$ cat config.mk
export PLATFORM = sky130hd
export DESIGN_NAME = wdog_bank
export DESIGN_NICKNAME = d
export VERILOG_FILES = /design/src/rtl/wdog_pkg.sv /design/src/rtl/wdog_regs.sv /design/src/rtl/wdog_timebase.sv /design/src/rtl/wdog_counter.sv /design/src/rtl/wdog_pin.sv /design/src/rtl/wdog_bank.sv
export SDC_FILE = /design/constraint.sdc
export NUM_CORES = 1
export LEC_CHECK = 0
export BUFFER_PORTS_ARGS = -buffer_cell sky130_fd_sc_hd__buf_2
export CORE_ASPECT_RATIO = 1.5
export CORE_MARGIN = 3
export CORE_UTILIZATION = 45
export CTS_CLUSTER_DIAMETER = 60
export DETAILED_ROUTE_END_ITERATION = 8
export GPL_TIMING_DRIVEN = 0
export PLACE_DENSITY = 0.66
export SLEW_MARGIN = 30
export SYNTH_ARGS = -nofsm -noshare
export SYNTH_HDL_FRONTEND = slang
export SYNTH_SLANG_ARGS = --single-unit
$ cat constraint.sdc
create_clock -name clk -period 2.3 [get_ports clk]
set_input_delay 0.46 -clock clk [delete_from_list [all_inputs] [get_ports clk]]
set_output_delay 0.46 -clock clk [all_outputs]
set_load 0.02 [all_outputs]
$ cat src/rtl/wdog_pkg.sv
package wdog_pkg;
  localparam logic [7:0] IDX_OUT = 8'hF0;
  localparam logic [7:0] IDX_CTL = 8'hF5;
  localparam logic [7:0] IDX_CNT = 8'hF6;

  localparam int BIT_OUT_EN = 7;
  localparam int BIT_STS    = 6;
  localparam int BIT_EN     = 5;
  localparam int BIT_PULSE  = 4;
  localparam int BIT_UNIT   = 3;

  localparam int PW_BITS = 13;

  typedef struct packed {
    logic       en;
    logic       pulse;
    logic       unit_min;
    logic [1:0] width;
  } wd_cfg_t;

  function automatic logic [PW_BITS-1:0] pulse_len(input logic [1:0] code);
    case (code)
      2'd0:    return PW_BITS'(1);
      2'd1:    return PW_BITS'(25);
      2'd2:    return PW_BITS'(125);
      default: return PW_BITS'(5000);
    endcase
  endfunction
endpackage

$ cat src/rtl/wdog_regs.sv
module wdog_regs
  import wdog_pkg::*;
#(
  parameter int CW = 8
) (
  input  logic          clk,
  input  logic          por_n,
  input  logic          wr_en,
  input  logic          rd_en,
  input  logic [7:0]    reg_idx,
  input  logic [7:0]    wr_data,
  input  logic          expire_evt,
  input  logic [CW-1:0] count,
  output wd_cfg_t       cfg,
  output logic          status,
  output logic          out_en,
  output logic          cnt_load,
  output logic [7:0]    rd_data
);
  logic wr_ctl, wr_out;

  assign wr_ctl   = wr_en && (reg_idx == IDX_CTL);
  assign wr_out   = wr_en && (reg_idx == IDX_OUT);
  assign cnt_load = wr_en && (reg_idx == IDX_CNT);

  always_ff @(posedge clk or negedge por_n) begin
    if (!por_n) begin
      cfg    <= '0;
      status <= 1'b0;
      out_en <= 1'b0;
    end else begin
      if (wr_ctl) begin
        cfg.en       <= wr_data[BIT_EN];
        cfg.pulse    <= wr_data[BIT_PULSE];
        cfg.unit_min <= wr_data[BIT_UNIT];
        cfg.width    <= wr_data[1:0];
      end
      if (wr_out) out_en <= wr_data[BIT_OUT_EN];
      // expiry has priority over the write-one-to-clear
      if (expire_evt)                      status <= 1'b1;
      else if (wr_ctl && wr_data[BIT_STS]) status <= 1'b0;
    end
  end

  always_comb begin
    rd_data = '0;
    if (rd_en) begin
      case (reg_idx)
        IDX_OUT: rd_data[BIT_OUT_EN] = out_en;
        IDX_CTL: begin
          rd_data[BIT_STS]   = status;
          rd_data[BIT_EN]    = cfg.en;
          rd_data[BIT_PULSE] = cfg.pulse;
          rd_data[BIT_UNIT]  = cfg.unit_min;
          rd_data[1:0]       = cfg.width;
        end
        IDX_CNT: rd_data = 8'(count);
        default: rd_data = '0;
      endcase
    end
  end

  p_status_set_r5: assert property (@(posedge clk) disable iff (!por_n)
    expire_evt |=> status);
  p_w1c_r5: assert property (@(posedge clk) disable iff (!por_n)
    (wr_ctl && wr_data[BIT_STS] && !expire_evt) |=> !status);
endmodule

$ cat src/rtl/wdog_timebase.sv
module wdog_timebase #(
  parameter int MS_PER_SEC = 1000
) (
  input  logic clk,
  input  logic por_n,
  input  logic ms_tick,
  input  logic running,
  input  logic restart,
  input  logic unit_min,
  output logic unit_tick
);
  localparam int MSW = (MS_PER_SEC > 1) ? $clog2(MS_PER_SEC) : 1;
  localparam int SEC_PER_MIN = 60;

  logic [MSW-1:0] ms_cnt;
  logic [5:0]     sec_cnt;
  logic           ms_wrap, sec_wrap;

  assign ms_wrap   = ms_tick && (ms_cnt == MSW'(MS_PER_SEC - 1));
  assign sec_wrap  = (sec_cnt == 6'(SEC_PER_MIN - 1));
  assign unit_tick = running && !restart && ms_wrap && (!unit_min || sec_wrap);

  always_ff @(posedge clk or negedge por_n) begin
    if (!por_n) begin
      ms_cnt  <= '0;
      sec_cnt <= '0;
    end else if (!running || restart) begin
      ms_cnt  <= '0;
      sec_cnt <= '0;
    end else if (ms_tick) begin
      if (ms_wrap) begin
        ms_cnt  <= '0;
        sec_cnt <= sec_wrap ? 6'd0 : sec_cnt + 6'd1;
      end else begin
        ms_cnt <= ms_cnt + MSW'(1);
      end
    end
  end
endmodule

$ cat src/rtl/wdog_counter.sv
module wdog_counter #(
  parameter int CW = 8
) (
  input  logic          clk,
  input  logic          por_n,
  input  logic          running,
  input  logic          load,
  input  logic [CW-1:0] load_val,
  input  logic          unit_tick,
  output logic [CW-1:0] count,
  output logic          expire_evt
);
  logic run_d, armed, at_end;

  assign at_end     = (count == '0) || (count == CW'(1));
  assign expire_evt = unit_tick && armed && !load && at_end;

  always_ff @(posedge clk or negedge por_n) begin
    if (!por_n) begin
      count <= '0;
      armed <= 1'b0;
      run_d <= 1'b0;
    end else begin
      run_d <= running;
      if (load) begin
        count <= load_val;
        armed <= 1'b1;
      end else begin
        if (running && !run_d) armed <= 1'b1;
        if (unit_tick && armed) begin
          if (at_end) begin
            count <= '0;
            armed <= 1'b0;
          end else begin
            count <= count - CW'(1);
          end
        end
      end
    end
  end

  p_expire_needs_run_r4: assert property (@(posedge clk) disable iff (!por_n)
    expire_evt |-> running);
  p_count_hold_r4: assert property (@(posedge clk) disable iff (!por_n)
    (!running && !load) |=> $stable(count));
endmodule

$ cat src/rtl/wdog_pin.sv
module wdog_pin
  import wdog_pkg::*;
(
  input  logic    clk,
  input  logic    por_n,
  input  logic    ms_tick,
  input  logic    expire_evt,
  input  wd_cfg_t cfg,
  input  logic    status,
  input  logic    out_en,
  output logic    wdt_rst_n
);
  logic [PW_BITS-1:0] pulse_cnt;
  logic               pulse_act, level_act;

  assign pulse_act = (pulse_cnt != '0);
  assign level_act = status && cfg.en && !cfg.pulse;
  assign wdt_rst_n = !(out_en && (level_act || pulse_act));

  always_ff @(posedge clk or negedge por_n) begin
    if (!por_n)                      pulse_cnt <= '0;
    else if (expire_evt && cfg.pulse) pulse_cnt <= pulse_len(cfg.width);
    else if (ms_tick && pulse_act)    pulse_cnt <= pulse_cnt - PW_BITS'(1);
  end

  p_pulse_start_r6: assert property (@(posedge clk) disable iff (!por_n)
    (expire_evt && cfg.pulse) |=> pulse_act);
  p_pin_gated_r8: assert property (@(posedge clk) disable iff (!por_n)
    $fell(out_en) |-> ##0 wdt_rst_n);
endmodule

$ cat src/rtl/wdog_bank.sv
module wdog_bank
  import wdog_pkg::*;
#(
  parameter int MS_PER_SEC = 1000,
  parameter int CW         = 8
) (
  input  logic       clk,
  input  logic       por_n,
  input  logic       ld_enable,
  input  logic       ms_tick,
  input  logic       wr_en,
  input  logic       rd_en,
  input  logic [7:0] reg_idx,
  input  logic [7:0] wr_data,
  output logic [7:0] rd_data,
  output logic       wdt_rst_n
);
  wd_cfg_t       cfg;
  logic          status, out_en, cnt_load, running, unit_tick, expire_evt;
  logic [CW-1:0] count;

  assign running = ld_enable && cfg.en;

  wdog_regs #(.CW(CW)) u_regs (
    .clk(clk), .por_n(por_n), .wr_en(wr_en), .rd_en(rd_en), .reg_idx(reg_idx),
    .wr_data(wr_data), .expire_evt(expire_evt), .count(count), .cfg(cfg),
    .status(status), .out_en(out_en), .cnt_load(cnt_load), .rd_data(rd_data)
  );

  wdog_timebase #(.MS_PER_SEC(MS_PER_SEC)) u_tb (
    .clk(clk), .por_n(por_n), .ms_tick(ms_tick), .running(running),
    .restart(cnt_load), .unit_min(cfg.unit_min), .unit_tick(unit_tick)
  );

  wdog_counter #(.CW(CW)) u_cnt (
    .clk(clk), .por_n(por_n), .running(running), .load(cnt_load),
    .load_val(CW'(wr_data)), .unit_tick(unit_tick), .count(count),
    .expire_evt(expire_evt)
  );

  wdog_pin u_pin (
    .clk(clk), .por_n(por_n), .ms_tick(ms_tick), .expire_evt(expire_evt),
    .cfg(cfg), .status(status), .out_en(out_en), .wdt_rst_n(wdt_rst_n)
  );
endmodule

Yosys cells after proc, flatten, opt, wreduce, memory -nomap -nowiden
Cells that the tools add are included.
{"block": "totals", "out_inout_bits": 9, "register_bits": 46, "inputBits": 22}
{"block": "classes", "eq_ne": 8, "reduce_logical": 37, "n_addsub": 4, "muxes": 24}
{"cell": "case mux 13 bit (3 select lines)", "count": 1}
{"cell": "2-to-1 mux 8 bit", "count": 4}
{"cell": "2-to-1 mux 10 bit", "count": 3}
{"cell": "2-to-1 mux 13 bit", "count": 2}
{"cell": "equality test 8 bit (second input constant)", "count": 3}
{"cell": "2-to-1 mux 6 bit", "count": 4}
{"cell": "logical AND 1 bit", "count": 18}
{"cell": "nonzero test 13 bit", "count": 1}
{"cell": "subtractor 13 x 1 -> 13 bit (second input constant)", "count": 1}
{"cell": "adder 10 x 1 -> 10 bit (second input constant)", "count": 1}
{"cell": "equality test 10 bit (second input constant)", "count": 1}
{"cell": "nonzero test 2 bit", "count": 5}
{"cell": "equality test 8 x 1 -> 1 bit (second input constant)", "count": 1}
{"cell": "zero test 8 bit", "count": 1}
{"cell": "case mux 4 bit (2 select lines)", "count": 1}
{"cell": "subtractor 8 x 1 -> 8 bit (second input constant)", "count": 1}
{"cell": "2-to-1 mux 1 bit", "count": 7}
{"cell": "adder 6 x 1 -> 6 bit (second input constant)", "count": 1}
{"cell": "equality test 6 bit (second input constant)", "count": 1}
{"cell": "zero test 1 bit", "count": 6}
{"cell": "logical OR 1 bit", "count": 4}
{"cell": "case mux 2 bit (2 select lines)", "count": 1}
{"cell": "equality test 2 x 1 -> 1 bit (second input constant)", "count": 1}
{"cell": "equality test 2 bit (second input constant)", "count": 1}
{"cell": "other kinds (3)", "count": 3}

Depth between registers and ports, before layout
Gate-level depths: netlist of the first run.
{"block": "depth", "word_depth": 11, "mapped_depth": 8, "mapped_depth_nobuf": 7}

Hierarchy
Synthesis of the first run repeated with hierarchy kept, for this count alone.
{"block": "hier_totals", "hier_cells": 288, "area_unflattened_um2": 2834.0}
{"mod": "wdog_timebase", "instances": 1, "area_each_um2": 872.1, "seq_area_each_um2": 400.4, "cells_each": 88}
{"mod": "wdog_pin", "instances": 1, "area_each_um2": 850.8, "seq_area_each_um2": 325.3, "cells_each": 90}
{"mod": "wdog_counter", "instances": 1, "area_each_um2": 626.9, "seq_area_each_um2": 250.2, "cells_each": 63}
{"mod": "wdog_regs", "instances": 1, "area_each_um2": 478.0, "seq_area_each_um2": 175.2, "cells_each": 46}
{"mod": "wdog_bank", "instances": 1, "area_each_um2": 6.3, "seq_area_each_um2": 0.0, "cells_each": 1}

Least setup slack after synthesis of the first run
Ideal clock, no wire load.
{"block": "synth_timing", "kind": "register -> register", "start": "reg u_cnt.count[3]", "end": "reg u_pin.pulse_cnt[12]", "path_stages_with_launch": 7, "required_time_ps": 2175, "slack_ps": 11, "setup_ps": 125, "arrival_time_ps": 2164, "cell_sequence": "dfrtp_1 or4_4 nor4_4 nand2_2 or3_1 buf_6 mux2_4"}
{"block": "synth_via", "elab_chain_cells": 5, "word_cells_on_any_way": 7, "cone_classes": "1 x eq/ne; 1 x mux; 5 x reduce/logical"}
{"item": "start, declared", "line": "wdog_counter.sv:10", "text": "output logic [CW-1:0] count,"}
{"item": "start signal, assigned", "line": "wdog_counter.sv:26", "text": "count <= load_val;"}
{"item": "start signal, assigned", "line": "wdog_counter.sv:35", "text": "count <= count - CW'(1);"}
{"item": "equality test 8 x 1 -> 1 bit or zero test 8 bit (tied branches)", "line": "wdog_counter.sv:15", "text": "assign at_end = (count == '0) || (count == CW'(1));"}
{"item": "logical OR 1 bit (*)", "line": "wdog_counter.sv:15"}
{"item": "logical AND 1 bit (*)", "line": "wdog_counter.sv:16", "text": "assign expire_evt = unit_tick && armed && !load && at_end;"}
{"item": "logical AND 1 bit (*)", "line": "wdog_pin.sv:22", "text": "else if (expire_evt && cfg.pulse) pulse_cnt <= pulse_len(cfg.width);"}
{"item": "2-to-1 mux 13 bit or nonzero test 2 bit (tied branches)"}
{"item": "end signal, assigned", "line": "wdog_pin.sv:22"}
{"item": "end signal, assigned", "line": "wdog_pin.sv:23", "text": "else if (ms_tick && pulse_act) pulse_cnt <= pulse_cnt - PW_BITS'(1);"}
{"item": "end, declared", "line": "wdog_pin.sv:13", "text": "logic [PW_BITS-1:0] pulse_cnt;"}
Mark *: on every way between the ends. The rest lies on a longest branch, timed or not.
A chain may end at the register's enable or synchronous reset.

Worst setup path after layout of the first run
{"block": "layout_timing", "start": "reg u_pin.pulse_cnt[8]", "end": "out wdt_rst_n"}
{"block": "layout_via", "elab_chain_cells": 4}
{"item": "nonzero test 13 bit", "line": "wdog_pin.sv:16", "text": "assign pulse_act = (pulse_cnt != '0);"}
{"item": "logical OR 1 bit", "line": "wdog_pin.sv:18", "text": "assign wdt_rst_n = !(out_en && (level_act || pulse_act));"}
{"item": "logical AND 1 bit", "line": "wdog_pin.sv:18"}
{"item": "zero test 1 bit", "line": "wdog_pin.sv:18"}
{"item": "end, declared", "line": "wdog_bank.sv:16", "text": "output logic wdt_rst_n"}
Every way passes these cells.

==> summary.txt, run 1 <==
STA
  • Worst hold slack: 0.155 ns
  • Final worst setup slack: -0.163 ns
  • Max_slew headroom: 0.582
  • RSZ-0062 raised after global routing: yes
  • Setup_tns: -0.163 ns
  • Clock Skew: around 0.011 ns
  • Achievable Freq: 406 MHz
  • Slew @ Worst Pin: 0.625 ns
  • Setup violators final: 1
  • Slew Limit Fails: 0
  • Fin. Hold Viols: 0
  • Tcrit/Tclk final: 1.07
  • Tmin final: roughly 2.5 ns

Floorplan
  • Die H: 102 um
  • Chip width: 69.9 um
  • Row count: 34
  • Starting Density: 0.470
  • Die footprint: 7120 sq um
  • Core area: 5870 sq um
  • I/O pin cnt: 31

Drt
  • 1st-iter DRT viols: 127
  • Vias per cell: 5.91
  • WL/cell: about 17 um
  • Total wire length: 7050 um
  • TritonRoute pass-1 iters: 4
  • Via count: 2,512
  • DR DRC count: 0
  • ANT nets after route: 0

Cells and area
  • Fill cells: 533
  • Final std cells w/o fill: 425
  • Register area: 1160 sq um
  • Most common cell after layout, fill and taps aside: dfrtp_1
  • Layout cells sized above 1: 0.289
  • Layout Area Growth over Synthesis: 25.1%
  • Post-route cell area: 3450 sq um
  • # diodes: 0
  • Most frequent cells in the layout: dfrtp_1, nor2_1, nand2_1, buf_2, buf_4
  • Fin nets: around 380
  • Area occupied by multi-input gates: 1690 sq um

Global route
  • First-pass GRT wire length: 11,400 um
  • Met3 usage: 0.0295
  • GRT overflow: 0
  • Vias in the first global route: 2,418
  • GRT met1 Usage: 0.228
  • Pin count of the biggest net entering global routing: 47
  • Met2 usage: 0.372
  • Antenna violations before repair: 0
  • GRT busiest layer: met2
  • Tot GR Track Use: 0.198

Outcome
  • Status: complete, but fails checks
  • Failing checks: negative setup slack

Pwr
  • Leakage power figure: between 1.5 and 2 nW
  • Pwr/cell area: 671 nW/um^2
  • Peak VDD IR: 0.343 mV

Clock tree
  • Root Driver: clkbuf_8
  • TritonCTS Buffers: 5
  • # clock sinks: 46
  • Clock Tree Buf Depth: 2
  • TritonCTS clock tree: done
  • Clk Latency, worst-skew pair: 0.30 ns
  • Clock-pin slew on the worst setup and hold paths: 0.08 ns
  • CTS H-Tree Depth: 2

Worst hold path
  • Hold Path Class: in -> async

Logic synthesis
  • Synthesized cell area: between 2000 and 3000 sq um
  • Synth Warn #: 0
  • Syn Nets: 326
  • Post-synth cell types: 53
  • Post-synthesis cell count: 296
  • Seq cells post-synth: 46
  • Post-synth ARST share: 1.00
  • Top FF cell, synth: dfrtp_1
  • Post-synthesis sequential area ratio: 0.418
  • Mean area per synthesized cell: between 9 and 10 sq um
  • Post-synth EDFFs: 0

Place
  • Input/output buffers: 29
  • Post-place instance area: 3010 sq um
  • Detail Placement HPWL: 4680 um
  • Placed Cells: just under 400
  • RePlAce Congestion: just over 0.8

Setup path
  • Nature of the critical path startpoint: register
  • CP Capture Type: output pin
  • Crit path arrival time: 2.00 ns
  • Required @ worst endpoint: 1.84 ns
  • CP Class: reg -> out
  • Critical Path Fanout Max: 2

Flow run
  • Max-cap violation count: 0
==> final cells by class <==
cell class	instances	share of cell area
Multi-Input combinational cell	230	0.490
Sequential cell	46	0.335
Timing Repair Buffer	52	0.0958
Tap cell	72	0.0261
Clock buffer	6	0.0239
Buffer	7	0.0156
Inverter	12	0.0131
==> timing repair <==
action,4_1_cts,5_1_grt
gates resized for setup,16,23
pin swaps,6,14
endpoints found under the setup margin,25,20
setup buffers,9,14
hold buffers,0,0
==> critical path: stages, from the launching register on <==
cell,delay (ns)
dfrtp_1,0.40
or4_4,0.53
or3_4,0.36
nor2_4,0.10
nand3_2,0.10
nand2_2,0.09
buf_6,0.11
==> synth_stat cells, drive strengths merged (8+ instances only) <==
cell type | n | area [sq um]
inv | 12 | 45.0
xnor2 | 8 | 70.1
nand2 | 31 | 119
o21ai | 9 | 45.0
xor2 | 8 | 70.1
nor2 | 37 | 139
or4 | 10 | 81.3
mux2i | 8 | 80.1
nand3 | 11 | 55.1
dfrtp | 46 | 1150
a21oi | 10 | 50.1
a31oi | 9 | 56.3
ha | 8 | 100
nor3 | 8 | 40.0
==> through the flow <==
| step | setup slack, ns | power, W | utilization |
|---|---|---|---|
| finish | -0.163 | 0.00231 | 0.587 |
| global route | -0.216 | 0.00245 | 0.587 |
| CTS | -0.177 | 0.00225 | 0.551 |
| detailed placement | -0.263 | 0.00165 | 0.512 |
| global placement | -0.768 | 0.00163 | 0.510 |
| floorplan | 0.0108 | 0.00150 | - |
==> routing by layer <==
layer  share of wire  vias up  wire, um
li1                -     1200         -
met4           0.025        0       179
met2            0.53       72      3760
met3           0.035       15       250
met1            0.41     1225      2870
met5               0        -         0
==> path summary, 6_finish.rpt <==
check / start / slack, ns / to / depth (start not counted)
worst max-delay path: u_pin.pulse_cnt[8]$_DFFE_PN0P_ / -0.16 / wdt_rst_n / 6
worst min-delay path: por_n / 0.15 / u_pin.pulse_cnt[6]$_DFFE_PN0P_ / 1
worst max register to register: u_tb.sec_cnt[1]$_DFFE_PN0P_ / 0.01 / u_cnt.count[3]$_DFFE_PN0P_ / 7
worst min register to register: u_tb.sec_cnt[4]$_DFFE_PN0P_ / 0.52 / u_tb.sec_cnt[4]$_DFFE_PN0P_ / 1
max in group asynchronous: por_n / 1.71 / u_cnt.count[0]$_DFFE_PN0P_ / 1
min in group clk: wr_data[3] / 0.39 / u_regs.cfg[2]$_DFFE_PN0P_ / 3
==> flip-flops by register name, indices dropped and copies added (netlist names) <==
name and cells:
u_pin.pulse_cnt 13, u_tb.ms_cnt 10, u_cnt.count 8, u_tb.sec_cnt 6, u_regs.cfg 5, u_cnt.armed 1
u_cnt.run_d 1, u_regs.out_en 1, u_regs.status 1
==> power by group <==
part           switching (W)  internal (W)  total, W
logic               0.000335      0.000352  0.000687
clock network       0.000276      0.000233  0.000508
registers           0.000170      0.000947   0.00112
==> kinds of logic after synthesis <==
kind of cell,count (synthesis),synth area share
muxes,15,0.0645
xor gates and xnor gates,16,0.0508
buffers and inverters,20,0.0368
DFF,46,0.418
and+or+nand+nor,139,0.269
adders and majority gates,8,0.0363
AOI/OAI and AO/OA,52,0.125
Power figures use the tool's default switching activity.
==> run 2, diff against run 1 <==
--- a/config.mk
+++ b/config.mk
@@ -8,11 +8,10 @@
 export BUFFER_PORTS_ARGS = -buffer_cell sky130_fd_sc_hd__buf_2
 export CORE_ASPECT_RATIO = 1.5
 export CORE_MARGIN = 3
-export CORE_UTILIZATION = 45
+export CORE_UTILIZATION = 40
 export CTS_CLUSTER_DIAMETER = 60
 export DETAILED_ROUTE_END_ITERATION = 8
 export GPL_TIMING_DRIVEN = 0
-export PLACE_DENSITY = 0.66
 export SLEW_MARGIN = 30
 export SYNTH_ARGS = -nofsm -noshare
 export SYNTH_HDL_FRONTEND = slang
==> summary.txt, run 2 (synthesis results as in run 1) <==
Setup path
  • CP bufs+invs: 1 (unchanged)
  • CP Class: reg -> out
  • Crit path max-delay family: simple AND/OR/NAND/NOR gates
  • Nature of the critical path startpoint: register
  • Worst-path cell chain: or4_4 > or3_4 > nor2_4 > nand3_2 > nand2_2 > buf_6
  • Crit path arrival time: 2.00 ns (about the same)
  • Critical Path Max Stage Delay: 0.53 ns (about the same)
  • Required @ worst endpoint: 1.84 ns (about the same)
  • Critical Path Fanout Max: 2 (unchanged)
  • Slowest-stage cell, CP: or4_4
  • CP Capture Type: output pin

Place
  • RePlAce Congestion: 0.878 (+6.1%)
  • Placed Cells: 401 (+1.0%)
  • Detail Placement HPWL: 4980 um (+6.2%)
  • Input/output buffers: 29 (unchanged)
  • Pre-CTS setup slack: -0.267 ns (-0.00332 ns)

Clock tree
  • TritonCTS clock tree: done
  • Root Driver: clkbuf_8
  • # clock sinks: 46 (unchanged)
  • TritonCTS Buffers: 5 (unchanged)
  • CTS H-Tree Depth: 2 (unchanged)
  • Clock-pin slew on the worst setup and hold paths: 0.09 ns (about the same)
  • Clock Tree Buf Depth: 2 (unchanged)
  • Hold-fix buffer count after cts: 0 (unchanged)
  • Clk Latency, worst-skew pair: 0.29 ns (about the same)

Cells and area
  • Top Registers: u_pin.pulse_cnt (13), u_tb.ms_cnt (10), u_cnt.count (8)
  • Most frequent cells in the layout: dfrtp_1, nor2_1, nand2_1, buf_2, buf_4
  • Number of flip-flops under the largest register name: 13 (unchanged)
  • # diodes: 0 (unchanged)
  • Final Util: 0.531 (-0.0564)
  • Biggest register: u_pin.pulse_cnt
  • Final std cells w/o fill: 439 (+3.3%)
  • Most common cell after layout, fill and taps aside: dfrtp_1
  • Layout Area Growth over Synthesis: 26.7%
  • Fin nets: 392 (+2.1%)
  • Layout cells sized above 1: 0.298 (+0.00857)

Floorplan
  • Chip width: 73.8 um (+5.6%)
  • I/O pin cnt: 31 (unchanged)
  • Starting Density: 0.419 (-0.0504)
  • Row count: 36 (+5.9%)
  • Die H: 108 um (+5.7%)
  • Die footprint: 7940 sq um (+12%)
  • Core area: 6580 sq um (+12%)

Drt
  • TritonRoute pass-1 iters: 4 (unchanged)
  • Vias per cell: 5.64 (-4.6%)
  • Via count: 2,476 (-1.4%)
  • DR DRC count: 0 (unchanged)
  • Total wire length: 7080 um (+0.44%)
  • ANT nets after route: 0 (unchanged)
  • WL/cell: 16.1 um (-2.8%)
  • 1st-iter DRT viols: 80 (-37%)

STA
  • Clock Skew: 0.00400 ns (-0.00672 ns)
  • Fin. Hold Viols: 0 (unchanged)
  • Slew Limit Fails: 0 (unchanged)
  • Max_slew headroom: 0.581 (-0.00173)
  • Achievable Freq: 407 MHz (+0.31%)
  • RSZ-0062 raised after global routing: yes
  • Final worst setup slack: -0.155 ns (+0.00760 ns)
  • Tcrit/Tclk final: 1.07 (-0.00330)
  • Slew @ Worst Pin: 0.628 ns (+0.00259 ns)
  • Setup violators final: 1 (unchanged)
  • Tmin final: 2.46 ns (-0.00760 ns)
  • Worst hold slack: 0.164 ns (+0.00937 ns)

Global route
  • Met3 usage: 0.0262 (-0.00336)
  • First-pass GRT wire length: 11,900 um (+4.0%)
  • GRT overflow: 0 (unchanged)
  • Antenna violations before repair: 0 (unchanged)
  • Met2 usage: 0.336 (-0.0359)
  • GRT busiest layer: met2
  • Pin count of the biggest net entering global routing: 47 (unchanged)
  • GRT met1 Usage: 0.239 (+0.0106)
  • Vias in the first global route: 2,428 (+0.41%)
  • Tot GR Track Use: 0.191 (-0.00698)

Worst hold path
  • Hold Path Class: in -> async

Pwr
  • Pwr/cell area: 661 nW/um^2 (-1.4%)
  • Peak VDD IR: 0.360 mV (+5.1%)
  • Leakage power figure: 1.57 nW (+3.3%)
  • Overall Power: 0.00231 W (-0.20%)

Outcome
  • Status: complete, but fails checks
  • Failing checks: negative setup slack

Flow run
  • Max-cap violation count: 0 (unchanged)
==> run 2: final timing paths <==
check                                               start  cells past startpoint  slack (ns)                        endpoint
max                        u_pin.pulse_cnt[8]$_DFFE_PN0P_                      6       -0.16                       wdt_rst_n
min                                                 por_n                      1        0.16  u_pin.pulse_cnt[2]$_DFFE_PN0P_
max reg2reg                    u_tb.ms_cnt[0]$_DFFE_PN0P_                      8        0.02  u_pin.pulse_cnt[6]$_DFFE_PN0P_
min reg2reg                   u_tb.sec_cnt[5]$_DFFE_PN0P_                      1        0.49     u_tb.sec_cnt[5]$_DFFE_PN0P_
max in group asynchronous                           por_n                      1        1.72     u_tb.sec_cnt[3]$_DFFE_PN0P_
min in group clk                               wr_data[0]                      3        0.38       u_regs.cfg[0]$_DFFE_PN0P_
==> run 2: where the power goes <==
| part | internal, W | switching [W] |
|---|---|---|
| registers | 0.000946 | 0.000164 |
| clock network | 0.000243 | 0.000279 |
| logic | 0.000350 | 0.000325 |
| total | 0.00154 | 0.000769 |
==> run 2: area by class of cell <==
| class | instances | area [sq um] |
|---|---|---|
| Multi-Input combinational cell | 230 | 1650 |
| Clock inverter | 1 | 5.00 |
| Tap cell | 76 | 95.1 |
| Sequential cell | 46 | 1150 |
| Clock buffer | 7 | 86.3 |
| Timing Repair Buffer | 60 | 402 |
| Inverter | 12 | 45.0 |
| Buffer | 7 | 57.6 |
| Fill cell | 637 | 3080 |
==> run 2: stage by stage <==
step / area, sq um / setup TNS [ns]
floorplan: 2760 / 0
global placement: 3000 / -14.80
detailed placement: 3020 / -4.90
CTS: 3280 / -0.205
global route: 3490 / -0.571
finish: 3490 / -0.155
==> run 2: worst reg2reg max path, cell delays in order (launching register included) <==
cell,delay (ns)
dfrtp_1,0.38
ha_2,0.18
and4bb_2,0.26
and4_4,0.23
buf_8,0.10
o211ai_1,0.14
or3_4,0.44
buf_8,0.15
mux2_4,0.29
==> run 2: layer usage <==
metal	share of wire	wire length, um
met5	0	0
met3	0.025	177
met1	0.40	2840
met4	0.011	81
met2	0.56	3980
==> run 2: repair_timing <==
action	4_1_cts	5_1_grt
setup buffers	15	15
resized for setup	15	21
endpoints found under the setup margin	23	28
pin swaps	8	12
cloned	0	1
